**config.mk**
```make
export PLATFORM = sky130hd
export DESIGN_NAME = spindle_drive_mod
export DESIGN_NICKNAME = d
export VERILOG_FILES = /design/src/rtl/spdm_pkg.sv /design/src/rtl/spdm_sigma.sv /design/src/rtl/spdm_pwm.sv /design/src/rtl/spindle_drive_mod.sv
export SDC_FILE = /design/constraint.sdc
export NUM_CORES = 1
export LEC_CHECK = 0
export BUFFER_PORTS_ARGS = -buffer_cell sky130_fd_sc_hd__buf_2
export CAP_MARGIN = 15
export CORE_MARGIN = 4
export CORE_UTILIZATION = 25
export CTS_CLUSTER_DIAMETER = 60
export CTS_CLUSTER_SIZE = 25
export DETAILED_ROUTE_END_ITERATION = 8
export GPL_ROUTABILITY_DRIVEN = 0
export HOLD_SLACK_MARGIN = 0.1
export PLACE_DENSITY = 0.42
export REMOVE_ABC_BUFFERS = 1
export SLEW_MARGIN = 20
export SYNTH_ARGS = -nofsm -noshare
export SYNTH_HDL_FRONTEND = slang
export SYNTH_SLANG_ARGS = --single-unit
```
**constraint.sdc**
```tcl
create_clock -name clk -period 7.6 [get_ports clk]
set_input_delay 0.38 -clock clk [delete_from_list [all_inputs] [get_ports clk]]
set_output_delay 0.38 -clock clk [all_outputs]
set_load 0.05 [all_outputs]
```
**src/rtl/spdm_pkg.sv**
```systemverilog
package spdm_pkg;
    typedef enum logic [1:0] {
        MD_PD1 = 2'b00,
        MD_PD2 = 2'b01,
        MD_PWM = 2'b10,
        MD_RSV = 2'b11
    } drv_mode_e;

    typedef struct packed {
        logic a;
        logic b;
    } drv_pins_t;
endpackage

```
**src/rtl/spdm_sigma.sv**
```systemverilog
// First-order accumulator: carry of (acc + offset-binary demand) is the stream bit.
module spdm_sigma #(
    parameter int DW = 8
) (
    input  logic          clk,
    input  logic          rst_n,
    input  logic          tick,
    input  logic [DW-1:0] demand,
    output logic          pd_bit
);
    logic [DW-1:0] acc_d, acc_q;
    logic [DW-1:0] offs;
    logic [DW:0]   sum;

    always_comb begin
        offs   = {~demand[DW-1], demand[DW-2:0]};
        sum    = {1'b0, acc_q} + {1'b0, offs};
        pd_bit = sum[DW];
        acc_d  = tick ? sum[DW-1:0] : acc_q;
    end

    always_ff @(posedge clk or negedge rst_n) begin
        if (!rst_n) acc_q <= '0;
        else        acc_q <= acc_d;
    end
endmodule

```
**src/rtl/spdm_pwm.sv**
```systemverilog
// Split accelerate/brake PWM with a 2**DW tick frame; demand latched at frame start.
module spdm_pwm #(
    parameter int DW = 8
) (
    input  logic          clk,
    input  logic          rst_n,
    input  logic          tick,
    input  logic [DW-1:0] demand,
    output logic          acc_bit,
    output logic          brk_bit
);
    typedef struct packed {
        logic [DW-1:0] cnt;
        logic [DW-1:0] dem;
    } pwm_st_t;

    pwm_st_t       st_d, st_q;
    logic [DW-1:0] sample;
    logic [DW-1:0] acc_mag;
    logic [DW-1:0] brk_mag;
    logic          at_start;

    always_comb begin
        at_start = (st_q.cnt == '0);
        sample   = at_start ? demand : st_q.dem;
        acc_mag  = (!sample[DW-1]) ? sample : '0;
        brk_mag  = sample[DW-1] ? (DW'(0) - sample) : '0;
        acc_bit  = (st_q.cnt < acc_mag);
        brk_bit  = (st_q.cnt < brk_mag);
        st_d     = st_q;
        if (tick) begin
            st_d.cnt = st_q.cnt + 1'b1;
            if (at_start) st_d.dem = demand;
        end
    end

    always_ff @(posedge clk or negedge rst_n) begin
        if (!rst_n) st_q <= '0;
        else        st_q <= st_d;
    end
endmodule

```
**src/rtl/spindle_drive_mod.sv**
```systemverilog
module spindle_drive_mod #(
    parameter int DW = 8
) (
    input  logic          clk,
    input  logic          rst_n,
    input  logic          tick,
    input  logic [DW-1:0] demand,
    input  logic [1:0]    mode,
    input  logic          tacho_en,
    output logic          drv_a,
    output logic          drv_b
);
    import spdm_pkg::*;

    logic      pd_bit, acc_bit, brk_bit;
    drv_mode_e eff_mode;
    drv_pins_t out_d, out_q;

    spdm_sigma #(.DW(DW)) u_sigma (
        .clk    (clk),
        .rst_n  (rst_n),
        .tick   (tick),
        .demand (demand),
        .pd_bit (pd_bit)
    );

    spdm_pwm #(.DW(DW)) u_pwm (
        .clk     (clk),
        .rst_n   (rst_n),
        .tick    (tick),
        .demand  (demand),
        .acc_bit (acc_bit),
        .brk_bit (brk_bit)
    );

    always_comb begin
        eff_mode = drv_mode_e'(mode);
        if (eff_mode == MD_RSV)                eff_mode = MD_PD1;
        if (eff_mode == MD_PD2 && tacho_en)    eff_mode = MD_PD1;

        out_d = out_q;
        if (tick) begin
            unique case (eff_mode)
                MD_PD2:  out_d = '{a: pd_bit,  b: ~pd_bit};
                MD_PWM:  out_d = '{a: acc_bit, b: brk_bit};
                default: out_d = '{a: pd_bit,  b: 1'b0};
            endcase
        end
    end

    always_ff @(posedge clk or negedge rst_n) begin
        if (!rst_n) out_q <= '0;
        else        out_q <= out_d;
    end

    assign drv_a = out_q.a;
    assign drv_b = out_q.b;
endmodule

```
==> flow_summary.html, run 1 <==
<table>
<tr><th>Metric</th><th>Value</th></tr>
<tr><th colspan="2">Layout</th></tr>
<tr><td>ANT cells</td><td>0</td></tr>
<tr><td>Share of cells above drive strength 1</td><td>0.167</td></tr>
<tr><td>Storage cell area</td><td>651 um2</td></tr>
<tr><td>Multi-input gate area</td><td>1390 um2</td></tr>
<tr><td>Number of fill cells in the layout</td><td>approximately 890</td></tr>
<tr><td>Post-Layout Inst Area</td><td>approximately 2300 um2</td></tr>
<tr><td>Layout Cells excl Fill</td><td>338</td></tr>
<tr><td>Signed area change from the synthesized netlist to the final layout</td><td>11.3%</td></tr>
<tr><td>Fin util</td><td>0.285</td></tr>
<tr><td>Final #Nets</td><td>274</td></tr>
<tr><th colspan="2">Synth</th></tr>
<tr><td>Adder and majority gate portion of the synthesized area</td><td>0.153</td></tr>
<tr><td>Fraction of the mapped netlist area in compound gates</td><td>0.134</td></tr>
<tr><td>Avg Cell Area, Syn</td><td>9.60 um2</td></tr>
<tr><td>Post-synthesis mux area share</td><td>0.116</td></tr>
<tr><td>Number of warning messages in the yosys log</td><td>0</td></tr>
<tr><td>Top post-synthesis cells by area</td><td>sky130_fd_sc_hd__dfrtp_1 31%, sky130_fd_sc_hd__ha_1 14%, sky130_fd_sc_hd__mux2_2 8.6%, sky130_fd_sc_hd__xnor2_1 5.4%, sky130_fd_sc_hd__nand2_1 3.4%</td></tr>
<tr><td>Sequential fraction of the synthesis area</td><td>0.311</td></tr>
<tr><td>Synth Area in Simple Gates</td><td>0.176</td></tr>
<tr><td>Xor/xnor cell area share of the yosys netlist</td><td>0.0837</td></tr>
<tr><td>Leading area contributor after synthesis</td><td>sky130_fd_sc_hd__dfrtp_1</td></tr>
<tr><td>Flip-flop and latch count after synthesis</td><td>26</td></tr>
<tr><td>Post-Synthesis Cells</td><td>roughly 220</td></tr>
<tr><td>Cell area after technology mapping</td><td>2090 um2</td></tr>
<tr><td>Number of different library cells in the post-synthesis netlist</td><td>42</td></tr>
<tr><td>Number of synthesized flops with an enable pin</td><td>0</td></tr>
<tr><td>Main combinational cell family by area after synthesis</td><td>simple AND/OR/NAND/NOR gates</td></tr>
<tr><td>Most used flip-flop cell after synthesis</td><td>sky130_fd_sc_hd__dfrtp_1</td></tr>
<tr><td>Area share of the leading cell type in the synthesized netlist</td><td>0.311</td></tr>
<tr><td>Proportion of synthesized flip-flops having asynchronous set or reset</td><td>1.00</td></tr>
<tr><th colspan="2">Global route</th></tr>
<tr><td>Number of antenna violations at the first check in global routing</td><td>0</td></tr>
<tr><td>First-pass GRT wire length</td><td>8760 um</td></tr>
<tr><td>Maximum number of pins on one net before global-route repair</td><td>27</td></tr>
<tr><td>Via count of the first global-routing pass</td><td>1699</td></tr>
<tr><td>Total GRT Usage</td><td>0.111</td></tr>
<tr><td>Global-route congestion overflow total</td><td>0</td></tr>
<tr><th colspan="2">Clock network</th></tr>
<tr><td>Total of hold buffers inserted after clock tree synthesis</td><td>0</td></tr>
<tr><td>TritonCTS clock tree</td><td>yes</td></tr>
<tr><td>CTS sink cnt</td><td>26</td></tr>
<tr><td>Clock latency at the later pin of the worst-skew pair</td><td>between 0.2 and 0.3 ns</td></tr>
<tr><td>Cell at the root of the clock tree</td><td>sky130_fd_sc_hd__clkbuf_8</td></tr>
<tr><td>Register clock-pin slew on the reported worst setup and hold paths</td><td>0.10 ns</td></tr>
<tr><td>Number of levels in the clock H-tree</td><td>1</td></tr>
<tr><td>CTS Buffer Depth</td><td>2</td></tr>
<tr><td>Inserted Clock Buffers</td><td>3</td></tr>
<tr><td>Count of buffers added by post-CTS timing repair for setup</td><td>0</td></tr>
<tr><td>Post-cts resize count</td><td>0</td></tr>
<tr><th colspan="2">Placed design</th></tr>
<tr><td>Instance count after placement with tap cells included</td><td>335</td></tr>
<tr><td>Port Buffer Count</td><td>15</td></tr>
<tr><td>Placed Area</td><td>2290 um2</td></tr>
<tr><td>Post-DP HPWL</td><td>~3900 um</td></tr>
<tr><th colspan="2">Floorplanning</th></tr>
<tr><td>IO Count</td><td>16</td></tr>
<tr><td>Die area</td><td>slightly below 10000 um2</td></tr>
<tr><td>Die height</td><td>roughly 100 um</td></tr>
<tr><td>Site Rows</td><td>33</td></tr>
<tr><td>Area of the placeable core</td><td>8180 um2</td></tr>
<tr><td>Initial cell density of the core</td><td>0.256</td></tr>
<tr><td>Horizontal die dimension</td><td>roughly 100 um</td></tr>
<tr><th colspan="2">STA</th></tr>
<tr><td>Setup Skew</td><td>0.00599 ns</td></tr>
<tr><td>Endpoints failing setup</td><td>0</td></tr>
<tr><td>Time the worst path needs with I/O delays and setup</td><td>4.02 ns</td></tr>
<tr><td>RSZ-0062 raised after global routing</td><td>no</td></tr>
<tr><td>Upper clock frequency limit</td><td>249 MHz</td></tr>
<tr><td>Worst max-slew margin expressed relative to the limit</td><td>0.573</td></tr>
<tr><td>Setup total negative slack</td><td>0 ns</td></tr>
<tr><td>Transition time at the pin with the least slew margin</td><td>0.639 ns</td></tr>
<tr><td>Number of pins exceeding their max-slew limit in the final report</td><td>0</td></tr>
<tr><td>Tcrit/Tclk final</td><td>0.529</td></tr>
<tr><td>Final hold viol count</td><td>0</td></tr>
<tr><th colspan="2">Min path</th></tr>
<tr><td>Worst min-delay path class</td><td>in -&gt; async</td></tr>
<tr><th colspan="2">Critical path</th></tr>
<tr><td>Crit path launch</td><td>u_pwm.st_q[8]</td></tr>
<tr><td>Crit start category</td><td>flop</td></tr>
<tr><td>Chain of cells forming the critical path</td><td>inv_1, ha_1, nor4b_2, nand2_1, a21oi_1, ha_1, nor3b_1, xnor2_1, nand2_1, o21ai_0, nand2_1, ha_1, nand4_1, o211ai_1, a31oi_1, o31ai_1, o221ai_1</td></tr>
<tr><td>Maximum fanout along the worst path</td><td>16</td></tr>
<tr><td>R2r startpoint</td><td>u_pwm.st_q[8]</td></tr>
<tr><td>Number of cells traversed by the worst register-to-register path</td><td>17</td></tr>
<tr><td>Critical path start-end classification</td><td>reg -&gt; reg</td></tr>
<tr><td>Required arrival time at the worst endpoint</td><td>7.74 ns</td></tr>
<tr><td>Slowest cell delay on critical path</td><td>0.54 ns</td></tr>
<tr><td>Library cell contributing the largest single delay on the critical path</td><td>sky130_fd_sc_hd__nand2_1</td></tr>
<tr><td>WP data arrival</td><td>4.17 ns</td></tr>
<tr><td>Nature of the critical path endpoint</td><td>flop</td></tr>
<tr><th colspan="2">Power and ir drop</th></tr>
<tr><td>Power consumption</td><td>0.946 mW</td></tr>
<tr><td>Maximum vdd drop</td><td>142 uV</td></tr>
<tr><td>Leakage</td><td>1.03 nW</td></tr>
<tr><td>Cell area power density</td><td>406 nW/um2</td></tr>
<tr><th colspan="2">Routing</th></tr>
<tr><td>First-pass iteration count of the detailed router</td><td>4</td></tr>
<tr><td>Routed via count divided by cell count</td><td>between 4 and 5</td></tr>
<tr><td>Number of design rule violations left after detail routing</td><td>0</td></tr>
<tr><td>DRT Wirelength</td><td>5100 um</td></tr>
<tr><td>Total number of vias</td><td>1624</td></tr>
<tr><td>Antenna-violating nets left</td><td>0</td></tr>
<tr><td>Routed wire length per instance</td><td>between 15 and 20 um</td></tr>
<tr><td>DRC violation total after the first TritonRoute iteration</td><td>around 120</td></tr>
<tr><th colspan="2">Status</th></tr>
<tr><td>Result of the run</td><td>complete, no violations</td></tr>
<tr><th colspan="2">Job</th></tr>
<tr><td>Max-capacitance violation count</td><td>0</td></tr>
</table>
## report_power, final
| part | leakage (nW) | total (mW) | switching (mW) | internal (mW) |
|---|---|---|---|---|
| logic | 0.695 | 0.581 | 0.305 | 0.276 |
| registers | 0.316 | 0.283 | 0.0795 | 0.203 |
| clock network | 0.0216 | 0.0824 | 0.0468 | 0.0356 |
## placed cells by master (no fill, tap or decap), types with 4 or more instances in the layout
master | Yosys | routed
sky130_fd_sc_hd__a21o_1 | 4 | 4
sky130_fd_sc_hd__a21oi_1 | 12 | 12
sky130_fd_sc_hd__buf_2 | 0 | 15
sky130_fd_sc_hd__dfrtp_1 | 26 | 26
sky130_fd_sc_hd__ha_1 | 24 | 24
sky130_fd_sc_hd__inv_1 | 12 | 12
sky130_fd_sc_hd__mux2_2 | 16 | 16
sky130_fd_sc_hd__mux2i_1 | 4 | 4
sky130_fd_sc_hd__nand2_1 | 19 | 19
sky130_fd_sc_hd__nand2b_1 | 5 | 5
sky130_fd_sc_hd__nand3_1 | 6 | 6
sky130_fd_sc_hd__nand4_1 | 5 | 5
sky130_fd_sc_hd__nor2_1 | 12 | 12
sky130_fd_sc_hd__nor3_1 | 6 | 6
sky130_fd_sc_hd__o211ai_1 | 7 | 7
sky130_fd_sc_hd__o21ai_0 | 8 | 8
sky130_fd_sc_hd__xnor2_1 | 13 | 13
sky130_fd_sc_hd__xor2_1 | 7 | 7
## routing by layer
| metal | share of wire | up-vias | track usage |
|---|---|---|---|
| li1 | - | 825 | - |
| met1 | 0.49 | 775 | 0.154 |
| met3 | 0.021 | 6 | 0.0140 |
| met4 | 0.012 | 0 | 0.0305 |
| met2 | 0.48 | 18 | 0.183 |
| met5 | 0 | - | 0 |
## Yosys cell counts, types with 3 or more instances
| cell type | count |
|---|---|
| sky130_fd_sc_hd__nor3b_1 | 3 |
| sky130_fd_sc_hd__inv_1 | 12 |
| sky130_fd_sc_hd__nand2_1 | 19 |
| sky130_fd_sc_hd__xnor2_1 | 13 |
| sky130_fd_sc_hd__mux2i_1 | 4 |
| sky130_fd_sc_hd__a21o_1 | 4 |
| sky130_fd_sc_hd__nand2b_1 | 5 |
| sky130_fd_sc_hd__nand3_1 | 6 |
| sky130_fd_sc_hd__o211ai_1 | 7 |
| sky130_fd_sc_hd__a211oi_1 | 3 |
| sky130_fd_sc_hd__nand4_1 | 5 |
| sky130_fd_sc_hd__ha_1 | 24 |
| sky130_fd_sc_hd__a21oi_1 | 12 |
| sky130_fd_sc_hd__mux2_2 | 16 |
| sky130_fd_sc_hd__xor2_1 | 7 |
| sky130_fd_sc_hd__nor2_1 | 12 |
| sky130_fd_sc_hd__nor3_1 | 6 |
| sky130_fd_sc_hd__o21ai_0 | 8 |
| sky130_fd_sc_hd__dfrtp_1 | 26 |
## critical path: cells and delay by family, from the launching register on
family	cells	cell delay, ns
AOI/OAI and AO/OA	6	0.95
xor gates and xnor gates	1	0.15
adders and majority gates	3	0.71
buffers and inverters	1	0.09
and+or+nand+nor	6	1.50
DFF	1	0.48
## sequential cells by signal (all words and copies together) (netlist names)
| name | flops |
|---|---|
| drv_b | 1 |
| u_pwm.st_q | 16 |
| u_sigma.acc_q | 8 |
| drv_a | 1 |
## stage by stage
step	worst slack [ns]	hold slack, ns
after floorplan	4.19	0.0844
after global placement	3.82	0.448
after detailed placement	3.66	0.442
after CTS	3.64	0.128
after global routing	3.16	0.150
final	3.58	0.106
## kinds of logic after synthesis
logic type,Yosys count
and+or+nand+nor,68
AOI/OAI and AO/OA,43
DFF,26
adders and majority gates,25
muxes,21
xor gates and xnor gates,20
buffers and inverters,15
## layout make-up
type / instances / area share
repair buffers: 15 / 0.0322
inverters: 12 / 0.0193
well taps: 105 / 0.0564
multi-input cells: 177 / 0.595
clock buffers: 3 / 0.0177
flip-flops and latches: 26 / 0.279
## worst paths after layout
check	endpoint	slack, ns
max	drv_b	3.58
min	u_pwm.st_q[10]	0.11
max reg2reg	drv_b	3.58
min reg2reg	u_sigma.acc_q[0]	0.52
max in group asynchronous	u_pwm.st_q[1]	7.08
min in group clk	u_pwm.st_q[5]	0.42
(Power assumes the default switching activity.)
==> run 2, diff against run 1 <==
- PLACE_DENSITY: 0.42 -> 0.43
- clock period: 7.6 -> 3.4 ns (I/O delays scaled with it)
==> flow_summary.html, run 2 (synthesized netlist as in run 1, its figures left out) <==
<table>
<tr><th>Metric</th><th>Value</th></tr>
<tr><th colspan="2">STA</th></tr>
<tr><td>Time the worst path needs with I/O delays and setup</td><td>3.23 ns (-0.797 ns)</td></tr>
<tr><td>Setup Skew</td><td>0.00923 ns (+0.00324 ns)</td></tr>
<tr><td>Final hold viol count</td><td>0 (unchanged)</td></tr>
<tr><td>Endpoints failing setup</td><td>0 (unchanged)</td></tr>
<tr><td>Worst hold slack</td><td>0.215 ns (+0.108 ns)</td></tr>
<tr><td>Tcrit/Tclk final</td><td>0.949 (+0.419)</td></tr>
<tr><td>Setup total negative slack</td><td>0 ns (unchanged)</td></tr>
<tr><td>Transition time at the pin with the least slew margin</td><td>0.616 ns (-0.0233 ns)</td></tr>
<tr><td>Worst max-slew margin expressed relative to the limit</td><td>0.590 (+0.0166)</td></tr>
<tr><td>Upper clock frequency limit</td><td>310 MHz (+25%)</td></tr>
<tr><td>Number of pins exceeding their max-slew limit in the final report</td><td>0 (unchanged)</td></tr>
<tr><th colspan="2">Critical path</th></tr>
<tr><td>Slowest cell delay on critical path</td><td>0.50 ns (-0.04 ns)</td></tr>
<tr><td>Critical path start-end classification</td><td>reg -&gt; reg</td></tr>
<tr><td>Required arrival time at the worst endpoint</td><td>3.56 ns (-4.18 ns)</td></tr>
<tr><td>CP top delay family</td><td>simple AND/OR/NAND/NOR gates</td></tr>
<tr><td>Number of cells traversed by the worst register-to-register path</td><td>13 (-4)</td></tr>
<tr><td>Maximum fanout along the worst path</td><td>4 (-12)</td></tr>
<tr><td>Crit start category</td><td>flop</td></tr>
<tr><td>Number of buffer and inverter instances along the worst setup path</td><td>1 (unchanged)</td></tr>
<tr><td>R2r startpoint</td><td>u_pwm.st_q[9]</td></tr>
<tr><td>Cell repeated most along the worst path</td><td>sky130_fd_sc_hd__ha_1</td></tr>
<tr><td>Nature of the critical path endpoint</td><td>flop</td></tr>
<tr><td>Endpoint of the lowest-slack register-to-register path</td><td>drv_b</td></tr>
<tr><td>R2R setup slack</td><td>0.17 ns (-3.40 ns)</td></tr>
<tr><td>Library cell contributing the largest single delay on the critical path</td><td>sky130_fd_sc_hd__or4b_4</td></tr>
<tr><td>WP data arrival</td><td>3.38 ns (-0.79 ns)</td></tr>
<tr><td>Chain of cells forming the critical path</td><td>inv_1, ha_1, or4b_4, or4_4, a22oi_2, xnor2_1, or2_1, ha_1, nand4_1, o211ai_1, a31oi_2, o31ai_4, o221ai_2</td></tr>
<tr><th colspan="2">Layout</th></tr>
<tr><td>Most common library cell in the layout ignoring fill and taps</td><td>sky130_fd_sc_hd__dfrtp_1</td></tr>
<tr><td>Post-Layout Inst Area</td><td>2520 um2 (+8.4%)</td></tr>
<tr><td>Register bank with the most flops</td><td>u_pwm.st_q</td></tr>
<tr><td>ANT cells</td><td>0 (unchanged)</td></tr>
<tr><td>Highest-count cells in the layout ignoring fill and taps</td><td>26 x sky130_fd_sc_hd__dfrtp_1, 23 x sky130_fd_sc_hd__ha_1, 18 x sky130_fd_sc_hd__nand2_1, 16 x sky130_fd_sc_hd__mux2_2, 15 x sky130_fd_sc_hd__buf_2</td></tr>
<tr><td>Largest registers</td><td>u_pwm.st_q (16), u_sigma.acc_q (8)</td></tr>
<tr><td>Flip-flop count of the largest register, all copies and words added</td><td>16 (unchanged)</td></tr>
<tr><td>Final #Nets</td><td>287 (+4.7%)</td></tr>
<tr><td>Share of cells above drive strength 1</td><td>0.247 (+0.0796)</td></tr>
<tr><td>Signed area change from the synthesized netlist to the final layout</td><td>20.6%</td></tr>
<tr><th colspan="2">Power and ir drop</th></tr>
<tr><td>Maximum vdd drop</td><td>265 uV (+87%)</td></tr>
<tr><td>Power consumption</td><td>2.40 mW (+150%)</td></tr>
<tr><td>Leakage</td><td>1.12 nW (+8.7%)</td></tr>
<tr><td>Cell area power density</td><td>951 nW/um2 (+130%)</td></tr>
<tr><th colspan="2">Floorplanning</th></tr>
<tr><td>Die area</td><td>9900 um2 (unchanged)</td></tr>
<tr><td>IO Count</td><td>16 (unchanged)</td></tr>
<tr><td>Die height</td><td>99.5 um (unchanged)</td></tr>
<tr><td>Area of the placeable core</td><td>8180 um2 (unchanged)</td></tr>
<tr><td>Horizontal die dimension</td><td>99.5 um (unchanged)</td></tr>
<tr><td>Site Rows</td><td>33 (unchanged)</td></tr>
<tr><td>Initial cell density of the core</td><td>0.256 (unchanged)</td></tr>
<tr><th colspan="2">Placed design</th></tr>
<tr><td>Post-DP HPWL</td><td>4120 um (+4.3%)</td></tr>
<tr><td>Placed Area</td><td>2370 um2 (+3.6%)</td></tr>
<tr><td>Port Buffer Count</td><td>15 (unchanged)</td></tr>
<tr><th colspan="2">Global route</th></tr>
<tr><td>Maximum number of pins on one net before global-route repair</td><td>27 (unchanged)</td></tr>
<tr><td>Number of antenna violations at the first check in global routing</td><td>0 (unchanged)</td></tr>
<tr><td>Global-route congestion overflow total</td><td>0 (unchanged)</td></tr>
<tr><td>Total GRT Usage</td><td>0.113 (+0.00146)</td></tr>
<tr><td>Via count of the first global-routing pass</td><td>1766 (+3.9%)</td></tr>
<tr><td>First-pass GRT wire length</td><td>8980 um (+2.5%)</td></tr>
<tr><th colspan="2">Clock network</th></tr>
<tr><td>Register clock-pin slew on the reported worst setup and hold paths</td><td>0.10 ns (about the same)</td></tr>
<tr><td>Cell at the root of the clock tree</td><td>sky130_fd_sc_hd__clkbuf_8</td></tr>
<tr><td>CTS Buffer Depth</td><td>2 (unchanged)</td></tr>
<tr><td>CTS sink cnt</td><td>26 (unchanged)</td></tr>
<tr><td>TritonCTS clock tree</td><td>yes</td></tr>
<tr><td>Clock latency at the later pin of the worst-skew pair</td><td>0.29 ns (+0.02 ns)</td></tr>
<tr><td>Inserted Clock Buffers</td><td>3 (unchanged)</td></tr>
<tr><td>Number of levels in the clock H-tree</td><td>1 (unchanged)</td></tr>
<tr><th colspan="2">Routing</th></tr>
<tr><td>Antenna-violating nets left</td><td>0 (unchanged)</td></tr>
<tr><td>Routed wire length per instance</td><td>15.1 um (+0.33%)</td></tr>
<tr><td>DRC violation total after the first TritonRoute iteration</td><td>116 (-1.7%)</td></tr>
<tr><td>DRT Wirelength</td><td>5330 um (+4.5%)</td></tr>
<tr><td>First-pass iteration count of the detailed router</td><td>4 (unchanged)</td></tr>
<tr><td>Total number of vias</td><td>1705 (+5.0%)</td></tr>
<tr><td>Routed via count divided by cell count</td><td>4.84 (+0.81%)</td></tr>
<tr><td>Number of design rule violations left after detail routing</td><td>0 (unchanged)</td></tr>
<tr><th colspan="2">Min path</th></tr>
<tr><td>Worst min-delay path class</td><td>in -&gt; reg</td></tr>
<tr><td>Worst hold path startpoint</td><td>tacho_en</td></tr>
<tr><td>Worst hold stages</td><td>4</td></tr>
<tr><td>Endpoint of the worst hold-timing path</td><td>drv_b</td></tr>
<tr><th colspan="2">Status</th></tr>
<tr><td>Result of the run</td><td>complete, no violations</td></tr>
<tr><th colspan="2">Job</th></tr>
<tr><td>Max-capacitance violation count</td><td>0 (unchanged)</td></tr>
</table>
[run 2: area by class of cell]
class / count / area, um2
Clock buffer: 3 / 41.3
Clock inverter: 1 / 30.0
Fill cell: 862 / 5650
Inverter: 12 / 45.0
Multi-Input combinational cell: 177 / 1450
Sequential cell: 26 / 651
Tap cell: 105 / 131
Timing Repair Buffer: 28 / 175
[run 2: worst max-delay path by stage]
stage	from	end	depth (start not counted)
4_1_cts	u_pwm.st_q[9]	drv_b	16
2_1_floorplan	u_pwm.st_q[8]	drv_b	17
3_5_place_dp	u_pwm.st_q[9]	drv_b	16
5_1_grt	u_pwm.st_q[15]	drv_b	14
6_report	u_pwm.st_q[9]	drv_b	13
3_3_place_gp	u_pwm.st_q[15]	drv_b	14
[run 2: through the flow]
stage	util	cells	setup WS, ns
detailed placement	0.290	346	0.0578
floorplan	-	215	-0.0108
finish	0.309	352	0.174
global placement	0.290	346	-0.00424
CTS	0.300	351	0.0168
global route	0.309	352	-0.0591
[run 2: routing by layer]
layer | routed length (um) | share of wire | vias up | global-route usage
li1 | - | - | 856 | -
met1 | 2580 | 0.48 | 823 | 0.150
met2 | 2570 | 0.48 | 20 | 0.196
met3 | 121 | 0.023 | 6 | 0.0175
met4 | 58 | 0.011 | 0 | 0.0189
met5 | 0 | 0 | - | 0
[run 2: tightest hold or removal path, delay by kind of cell]
kind                   cells  cell delay (ns)
AO/OA/AOI/OAI              1             0.09
AND/OR/NAND/NOR            1             0.10
buffers and inverters      2             0.10
[run 2: timing repair]
action / CTS / global route
buffers inserted: 0 / 1
hold buffers: 1 / 0
setup endpoints to repair: 1 / 1
hold endpoints to repair: 26 / 0
pin swaps: 0 / 3
resized for setup: 1 / 11
gates cloned: 0 / 0
[run 2: report_power, final]
group          internal (mW)  switching, mW  leakage, nW
registers              0.454          0.135        0.316
logic                  0.731          0.804        0.771
clock network          0.158          0.120       0.0357
